### src/rtl/crash_readout.sv
module crash_readout #(
  parameter int PTR_W = 12
) (
  input  logic             clk,
  input  logic             rst_n,
  input  logic             fault_enter,
  input  logic             wr_valid,
  input  logic [7:0]       wr_data,
  input  logic             rd_req,
  input  logic             rd_first,
  input  logic [7:0]       mem_rdata,
  output logic [7:0]       rd_data,
  output logic             readout_active,
  output logic [PTR_W-1:0] mem_addr,
  output logic             mem_rd_en
);
  localparam int CHUNK = 6;
  localparam logic [7:0] FIRST_FILL = 8'h80;
  localparam logic [7:0] NEXT_FILL  = 8'h0B;

  logic             active_q, unlocked_q;
  logic [PTR_W-1:0] ptr_q;

  wire is_zero  = (wr_data == 8'h00);
  wire is_shift = (wr_data[7:6] == 2'b01);

  always_ff @(posedge clk) begin
    if (!rst_n) begin
      active_q   <= 1'b0;
      unlocked_q <= 1'b0;
      ptr_q      <= '0;
    end else if (fault_enter) begin
      active_q   <= 1'b1;
      unlocked_q <= 1'b0;
      ptr_q      <= '0;
    end else if (active_q) begin
      if (wr_valid) begin
        if (is_zero) begin
          unlocked_q <= 1'b1;
          ptr_q      <= '0;
        end else if (unlocked_q && is_shift) begin
          ptr_q <= {ptr_q[PTR_W-CHUNK-1:0], wr_data[CHUNK-1:0]};
        end
      end else if (rd_req && unlocked_q) begin
        ptr_q <= ptr_q + 1'b1;
      end
    end
  end

  assign readout_active = active_q;
  assign mem_addr       = ptr_q;
  assign mem_rd_en      = active_q & unlocked_q;
  assign rd_data        = !active_q  ? 8'h00 :
                          unlocked_q ? mem_rdata :
                          rd_first   ? FIRST_FILL : NEXT_FILL;
endmodule


### config.mk
export PLATFORM = sky130hd
export DESIGN_NAME = crash_readout
export DESIGN_NICKNAME = d
export VERILOG_FILES = /design/src/rtl/crash_readout.sv
export SDC_FILE = /design/constraint.sdc
export NUM_CORES = 1
export LEC_CHECK = 0
export ABC_AREA = 1
export BUFFER_PORTS_ARGS = -buffer_cell sky130_fd_sc_hd__buf_4
export CORE_AREA = 3 3 55 57
export DETAILED_ROUTE_END_ITERATION = 10
export DIE_AREA = 0 0 58 60
export GPL_ROUTABILITY_DRIVEN = 0
export GPL_TIMING_DRIVEN = 0
export HOLD_SLACK_MARGIN = 0.1
export PLACE_DENSITY = 0.8
export SYNTH_ARGS = -nofsm -noshare
export SYNTH_HDL_FRONTEND = slang
export SYNTH_SLANG_ARGS = --single-unit
### constraint.sdc
create_clock -name clk -period 1.3 [get_ports clk]
set_input_delay 0.39 -clock clk [delete_from_list [all_inputs] [get_ports clk]]
set_output_delay 0.39 -clock clk [all_outputs]
set_load 0.005 [all_outputs]
# Yosys cells after proc, flatten, opt, wreduce, memory -nomap -nowiden
# Cells that the tools add are included.
# W data, S select, Z words.
[word_totals]
register_bits = 14
in_bits = 22
out_inout_bits = 22
elab_cells = 22
[op_classes]
mux = 7
n_eq_ne = 2
n_reduce_logical = 7
bitwise = 2
n_addsub = 1
[op_table]
columns = ["op", "count"]
rows = [
  ["$mux W12", 4],
  ["$mux W8", 3],
  ["$add A12 B1 Y12 const B", 1],
  ["$logic_not A8 Y1", 1],
  ["$reduce_and A3 Y1", 2],
  ["$ne A3 B1 Y1 const B", 1],
  ["$eq A2 B1 Y1 const B", 1],
  ["$logic_and A1 B1 Y1", 2],
  ["$reduce_bool A2 Y1", 1],
  ["$reduce_or A2 Y1", 1],
  ["$and A1 B1 Y1", 1],
  ["$not A1 Y1", 1],
]

# Depth between registers and ports, before layout
# Gate-level depths: netlist of the first run.
[logic_depth]
depth_word = 5
mapped_depth = 10
depth_no_buf = 9

# Worst setup path before layout of the first run
# No wires, ideal clock.
[synth_path]
kind = "register to register"
start = "register ptr_q[0] (netlist: mem_addr[0])"
end = "register ptr_q[4] (netlist: mem_addr[4])"
synth_period_minus_slack_ns = 1.330
required_time_ns = 1.187
setup_slack_ns = -0.030
path_buffers = 0
setup_ns = 0.113
t_arrival_ns = 1.217
stages_incl_launch_ff = 9
cell_sequence = "dfxtp_1 > ha_1 > nand2_1 > nor2_1 > nor2_1 > a21boi_0 > nand3_1 > nand2_1 > nor2_1"
[synth_between]
elab_chain_cells = 3
[synth_lines]
columns = ["element", "line", "rtl"]
rows = [
  ["from (decl)", "22", "logic [PTR_W-1:0] ptr_q;"],
  ["from (signal assigned)", "42", "ptr_q <= {ptr_q[PTR_W-CHUNK-1:0], wr_data[CHUNK-1:0]};"],
  ["from (signal assigned)", "45", "ptr_q <= ptr_q + 1'b1;"],
  ["$add A12 B1 Y12", "45", ""],
  ["$mux W12", "44", "end else if (rd_req && unlocked_q) begin"],
  ["$mux W12", "37", "if (wr_valid) begin"],
]
# No other way between the ends. The select of a mux whose other input is x is not followed.
# A chain may end at the register's enable or synchronous reset.

# Final worst setup path of the first run
[layout_path]
start = "register unlocked_q"
end = "output port rd_data[1]"
[layout_between]
elab_chain_cells = 2
[layout_lines]
columns = ["element", "line", "rtl"]
rows = [
  ["from (decl)", "21", "logic active_q, unlocked_q;"],
  ["from (signal assigned)", "30", "unlocked_q <= 1'b0;"],
  ["from (signal assigned)", "34", "unlocked_q <= 1'b0;"],
  ["from (signal assigned)", "39", "unlocked_q <= 1'b1;"],
  ["$mux W8", "54", "unlocked_q ? mem_rdata :"],
  ["$mux W8", "53", "assign rd_data = !active_q ? 8'h00 :"],
  ["to (decl)", "12", "output logic [7:0] rd_data,"],
]
# No other way between the ends.

==> results of run 1 <==
-- timing repair --
action | CTS | global route
cloned | 0 | 1
setup buffers | 0 | 5
endpoints found under the hold margin | 0 | 0
gates resized for setup | 17 | 24
setup endpoints to repair | 18 | 21
pin swaps | 3 | 12
-- final timing paths --
kind / start / slack, ps / to / cells after the start
max: unlocked_q / -170 / rd_data[1] / 5
min reg2reg: mem_addr[4] / 540 / mem_addr[4] / 2
min: fault_enter / 320 / readout_active / 3
max reg2reg: readout_active / 40 / mem_addr[6] / 8
-- synthesized netlist by cell type --
| library cell | count |
|---|---|
| a21boi_0 | 1 |
| a21oi_1 | 2 |
| buf_2 | 2 |
| buf_6 | 1 |
| clkbuf_1 | 1 |
| dfxtp_1 | 14 |
| ha_1 | 1 |
| inv_1 | 25 |
| inv_2 | 2 |
| mux2i_1 | 1 |
| nand2_1 | 54 |
| nand2_2 | 5 |
| nand2_4 | 1 |
| nand3_1 | 25 |
| nand3_2 | 1 |
| nor2_1 | 53 |
| nor3_1 | 1 |
| o21a_1 | 1 |
| o21ai_0 | 5 |
| o21ai_4 | 1 |
| o21bai_1 | 1 |
| or2_2 | 1 |
-- cells by family after synthesis --
group,share of synthesized area
fa+ha+maj,0.01144
simple gates,0.5400
compound gates,0.06751
flops,0.2563
mux,0.009154
buf+inv,0.1156
-- routing by layer --
| layer | vias to the layer above | GRT usage |
|---|---|---|
| met2 | 43 | 0.3016 |
| met4 | 0 | 0.05298 |
| met5 | - | 0 |
| met3 | 11 | 0.03456 |
| met1 | 581 | 0.2003 |
| li1 | 722 | - |
-- power groups by stage --
stage | registers, mW | clock network [mW] | logic, mW
2_1_floorplan | 0.459 | 0 | 0.0925
3_3_place_gp | 0.461 | 0 | 0.182
3_5_place_dp | 0.461 | 0 | 0.185
4_1_cts | 0.445 | 0.255 | 0.189
5_1_grt | 0.450 | 0.274 | 0.233
6_report | 0.448 | 0.259 | 0.211
-- layout make-up --
| type | count | area (um^2) | share of cell area |
|---|---|---|---|
| plain buffers | 4 | 25.02 | 0.01509 |
| clock buffers | 3 | 22.52 | 0.01358 |
| flip-flops and latches | 14 | 301.5 | 0.1819 |
| repair buffers | 48 | 372.9 | 0.2249 |
| inverters | 27 | 103.9 | 0.06264 |
| multi-input cells | 155 | 794.5 | 0.4792 |
| well taps | 30 | 37.54 | 0.02264 |
-- stage by stage --
step | utilization | cell area, um^2
after floorplan | - | 1097
after global placement | 0.5779 | 1458
after detailed placement | 0.5779 | 1458
after CTS | 0.6037 | 1523
after global routing | 0.6572 | 1658
final | 0.6572 | 1658
-- sequential cells by signal (all words and copies together), names as in the netlist --
register and count:
mem_addr 12, readout_active 1, unlocked_q 1
-- critical path: cells and delay by family (launching register included) --
kind                   cells  cell delay [ps]
AND/OR/NAND/NOR            3              220
buffers and inverters      2              170
flip-flops                 1              390
==> run summary, run 1 <==
Reg power frac: 0.488
Number of distinct library cells after synthesis: 22
Gr ovfl total: 0
DRT Pass-1 Iters: 4
Non-filler cells, final: 281
Vias in the first global route: 1093
WS Path Type: flop to output pin
Post-route DRC: 0
Final hold vios: 0
Total power: 0.9180 mW
Post-synth top area cell: dfxtp_1
Routed length on met2: 1.478 mm
Hold WC Path Type: input pin to flop
Worst Skew: 2.448 ps
Worst Tran Pin Value: 474.1 ps
Via count: 1357
Initial Util: 0.4335
Die area: 3480 um^2
Net Sw Power: 0.2674 mW
Yosys Warn Count: 0
Setup TNS: -892.8 ps
Final setup vio count: 9
Io pins: 44
Crit path largest cell delay: 390 ps
Die Ht: 60 um
H-tree levels: 1
Filler cells: 223
First-pass GRT wire length: 4.595 mm
Initial antenna violation count: 0
Cts bufs inserted: 3
Fin. max-slew vios: 0
Post-Syn Instances: 199
Synthesized area per cell: 5.495 um^2
Hold_buf cts: 0
Setup WS pre-CTS: -286.5 ps
Worst path slowest cell: dfxtp_4
Nets: 276
Clock sink count: 14
Layout cells sized above 1: 0.3745
Fin crit period: 1466 ps
Clk_lat worst skew: 290 ps
Core ar.: 2522 um^2
Routed met3 length: 190 um
Yosys top cell area share: 0.2563
CP startpoint kind: flop
Crit Path Max Fanout: 5
Maximum vdd drop: 0.5191 mV
Worst-case headroom to the max-slew limit: 0.6839
Synth-to-Final Area Change: 51.60%
Yosys reg bits: 14
Post-route setup slack: -166.4 ps
Placed cells: 272
Synth Net Count: 222
Fmax: 681.9 MHz
I/O Buffers: 43
Pwr dens: 553.7 nW/um^2
Leading cell type in the layout, fill and taps excluded: nand2_1
RSZ-0062 raised after global routing: true
DP HPWL: 2.222 mm
Die Wd: 58 um
Post-synthesis sequential area ratio: 0.2563
Wire length on met1: 1.359 mm
CP Capture Type: output pin
Max cap viols: 0
Clk slew on worst S/H paths: 80 ps
Failing checks: setup timing
Initial DRC count: 37
Synth area leaders: dfxtp_1 26%, nand2_1 19%, nor2_1 18%
Via density per instance: 4.829
Comb pwr share: 0.230
Maximum number of pins on one net before global-route repair: 11
Clock network power share: 0.282
Crit path required time: 910 ps
WL final: 3.119 mm
Cells along the critical path: inv_4, nand2_4, nand2_4, nor2_1, buf_4
# rows: 18
Cell Area, Synth: 1094 um^2
Int Power: 0.6506 mW
Pleak: 0.8681 nW
Antenna Cells: 0
CTS root buffer: clkbuf_4
CP arrival: 1080 ps
CTS Buffer Depth: 2
Post-DRT Antenna Nets: 0
CTS tree: yes
Sw Ratio: 0.2913
Hold_ws: 320.2 ps
Avg WL per Cell: 11.10 um
Top routing layer in use: met4
Final period utilization: 1.128
Total track usage: 0.1682
Most frequent cells in the layout: 49 x nand2_1, 47 x buf_4, 45 x nor2_1, 24 x inv_1, 22 x nand3_1
CP most frequent cell: nand2_4
Status: finished with violations
(Power assumes the default switching activity.)
==> run 2: changes to the inputs <==
BUFFER_PORTS_ARGS = default   (was -buffer_cell sky130_fd_sc_hd__buf_4)
CORE_AREA = 3 3 49 51   (was 3 3 55 57)
DIE_AREA = 0 0 52 54   (was 0 0 58 60)
DONT_BUFFER_PORTS = 1   (was default)
PLACE_DENSITY = 0.78   (was 0.8)
SETUP_SLACK_MARGIN = 0.3   (was default)
==> run 2 against run 1 <==
  * The flow still finishes with violations (setup timing)
  * Die area down 19%
  * Flip-flop and latch count unchanged
  * Utilization rose by 3.2 points
  * Global-route usage grew 6.3 points
  * Clock skew rose by 3.7 ps
  * Register-to-register slack about the same
  * Final area down 18%
  * Via count shrank 8.4%
  * Worst setup slack better by 100 ps
  * Count of clock-buffer cells in the layout is the same
  * Maximum frequency rose by 7.5%
  * Largest power group unchanged
==> run summary, run 2 (synthesized netlist as in run 1, its figures left out) <==
Io pins: 44 (unchanged)
Fmax: 733.0 MHz (+7.5%)
CP startpoint: unlocked_q
Nets: 228 (-17%)
CTS Buffer Depth: 2 (unchanged)
I/O Buffers: 0 (-100%)
Antenna Cells: 0 (unchanged)
Post-DRT Antenna Nets: 0 (unchanged)
Worst Tran Pin Value: 247.9 ps (-226.2 ps)
Synth-to-Final Area Change: 24.83%
Final period utilization: 1.049 (-0.07865)
Via count: 1243 (-8.4%)
CP endpoint: rd_data[3]
WS Path Type: flop to output pin
R2r setup slk: 30 ps (about the same)
Total track usage: 0.2315 (+0.06328)
DRT Pass-1 Iters: 4 (unchanged)
Maximum number of pins on one net before global-route repair: 11 (unchanged)
Via density per instance: 5.404 (+12%)
Pwr dens: 602.0 nW/um^2 (+8.7%)
Clk slew on worst S/H paths: 80 ps (about the same)
Status: finished with violations
Total power: 0.8218 mW (-10%)
Failing checks: setup timing
Initial antenna violation count: 0 (unchanged)
Fin. max-slew vios: 0 (unchanged)
Crit Path Max Fanout: 5 (unchanged)
CP Capture Type: output pin
Initial DRC count: 40 (+8.1%)
Vias in the first global route: 1123 (+2.7%)
Clk_lat worst skew: 280 ps (about the same)
Die Ht: 54 um (-10%)
Worst hold start: rst_n
Initial Util: 0.5518 (+0.1182)
Cts bufs inserted: 3 (unchanged)
Pleak: 0.6449 nW (-26%)
CP most frequent cell: nand2_4
GR Layer Usage met1: 0.2637 (+0.06342)
CP startpoint kind: flop
Met3 usage: 0.03601 (+0.001454)
Post-route DRC: 0 (unchanged)
Top Usage Layer GRT: met2
Final setup vio count: 8 (-1)
Hold WC Path Type: input pin to flop
Crit path required time: 910 ps (about the same)
H-tree levels: 1 (unchanged)
Avg WL per Cell: 13.22 um (+19%)
Worst path slowest cell: dfxtp_4
Setup WS pre-CTS: -104.1 ps (+182.4 ps)
Core ar.: 1982 um^2 (-21%)
Final hold vios: 0 (unchanged)
CP arrival: 970 ps (-110 ps)
Die area: 2808 um^2 (-19%)
Max cap viols: 0 (unchanged)
# rows: 16 (-2)
WL final: 3.040 mm (-2.5%)
Worst Skew: 6.126 ps (+3.678 ps)
RSZ-0062 raised after global routing: true
Worst-case headroom to the max-slew limit: 0.8330 (+0.1491)
Reg-to-Reg Start: readout_active
DP HPWL: 2.137 mm (-3.8%)
Die Wd: 52 um (-10%)
Met2 Use GR: 0.4226 (+0.1210)
Hold_ws: 227.1 ps (-93.04 ps)
Layout cells sized above 1: 0.3005 (-0.07401)
Most frequent cells in the layout: 48 x nand2_1, 39 x nor2_1, 25 x nand3_1, 19 x inv_1, 12 x dfxtp_4
Final core occ: 0.6888 (+0.03152)
Clock sink count: 14 (unchanged)
CTS root buffer: clkbuf_4
First-pass GRT wire length: 4.809 mm (+4.7%)
Cells along the critical path: inv_4, nand2_4, nand2_4, nor2_4
Gr ovfl total: 0 (unchanged)
CTS tree: yes
Worst Reg-to-Reg Cells: 9 (+1)
Setup TNS: -238.5 ps (+654.3 ps)
Worst reg2reg endpoint: mem_addr[10]
Leading cell type in the layout, fill and taps excluded: nand2_1
Fin crit period: 1364 ps (-102.2 ps)
Filler cells: 168 (-25%)
Post-route setup slack: -64.19 ps (+102.2 ps)
Max reg flops: 12 (unchanged)
Maximum vdd drop: 0.5224 mV (+0.65%)
Crit path largest cell delay: 390 ps (about the same)
[run 2: changes by cell type in the layout (fill, tap and decap cells not counted), sizes merged]
cell and delta:
buf -47, nand2 -1
[run 2: critical path: cells and delay by family, from the launching register on]
kind | cells | cell delay (ps)
buffers and inverters | 1 | 60
AND/OR/NAND/NOR | 3 | 250
flip-flops | 1 | 390
[run 2: layout make-up]
class	instances	area [um^2]	area share
Sequential cell	14	327.8	0.2401
Timing Repair Buffer	1	20.02	0.01467
Clock buffer	3	22.52	0.01650
Multi-Input combinational cell	154	805.8	0.5903
Tap cell	27	33.78	0.02475
Buffer	4	26.28	0.01925
Inverter	27	128.9	0.09441
[run 2: metal layers]
metal  vias up  wire, um
li1        622         -
met1       557      1128
met2        56      1603
met3         8       254
met4         0        55
met5         -         0
[run 2: repair_timing]
action	in CTS	in global routing
pin swaps	6	1
hold endpoints to repair	0	0
resized for setup	41	5
buffers inserted	1	0
hold buffers	0	0
endpoints found under the setup margin	34	34
[run 2: power breakdown]
group | switching (mW) | total (mW) | internal [mW]
registers | 0.0172 | 0.436 | 0.419
clock network | 0.139 | 0.246 | 0.108
logic | 0.0851 | 0.140 | 0.0545
[run 2: worst min-delay path by stage]
stage,endpoint,slack [ps],cells past startpoint
after global placement,readout_active,510,2
after floorplan,unlocked_q,490,1
after CTS,readout_active,220,2
after detailed placement,readout_active,520,2
after global routing,readout_active,240,2
final,readout_active,230,2
[run 2: stage by stage]
stage | area, um^2 | instances
3_5_place_dp | 1191 | 226
5_1_grt | 1365 | 230
3_3_place_gp | 1191 | 226
2_1_floorplan | 1157 | 199
6_report | 1365 | 230
4_1_cts | 1348 | 230
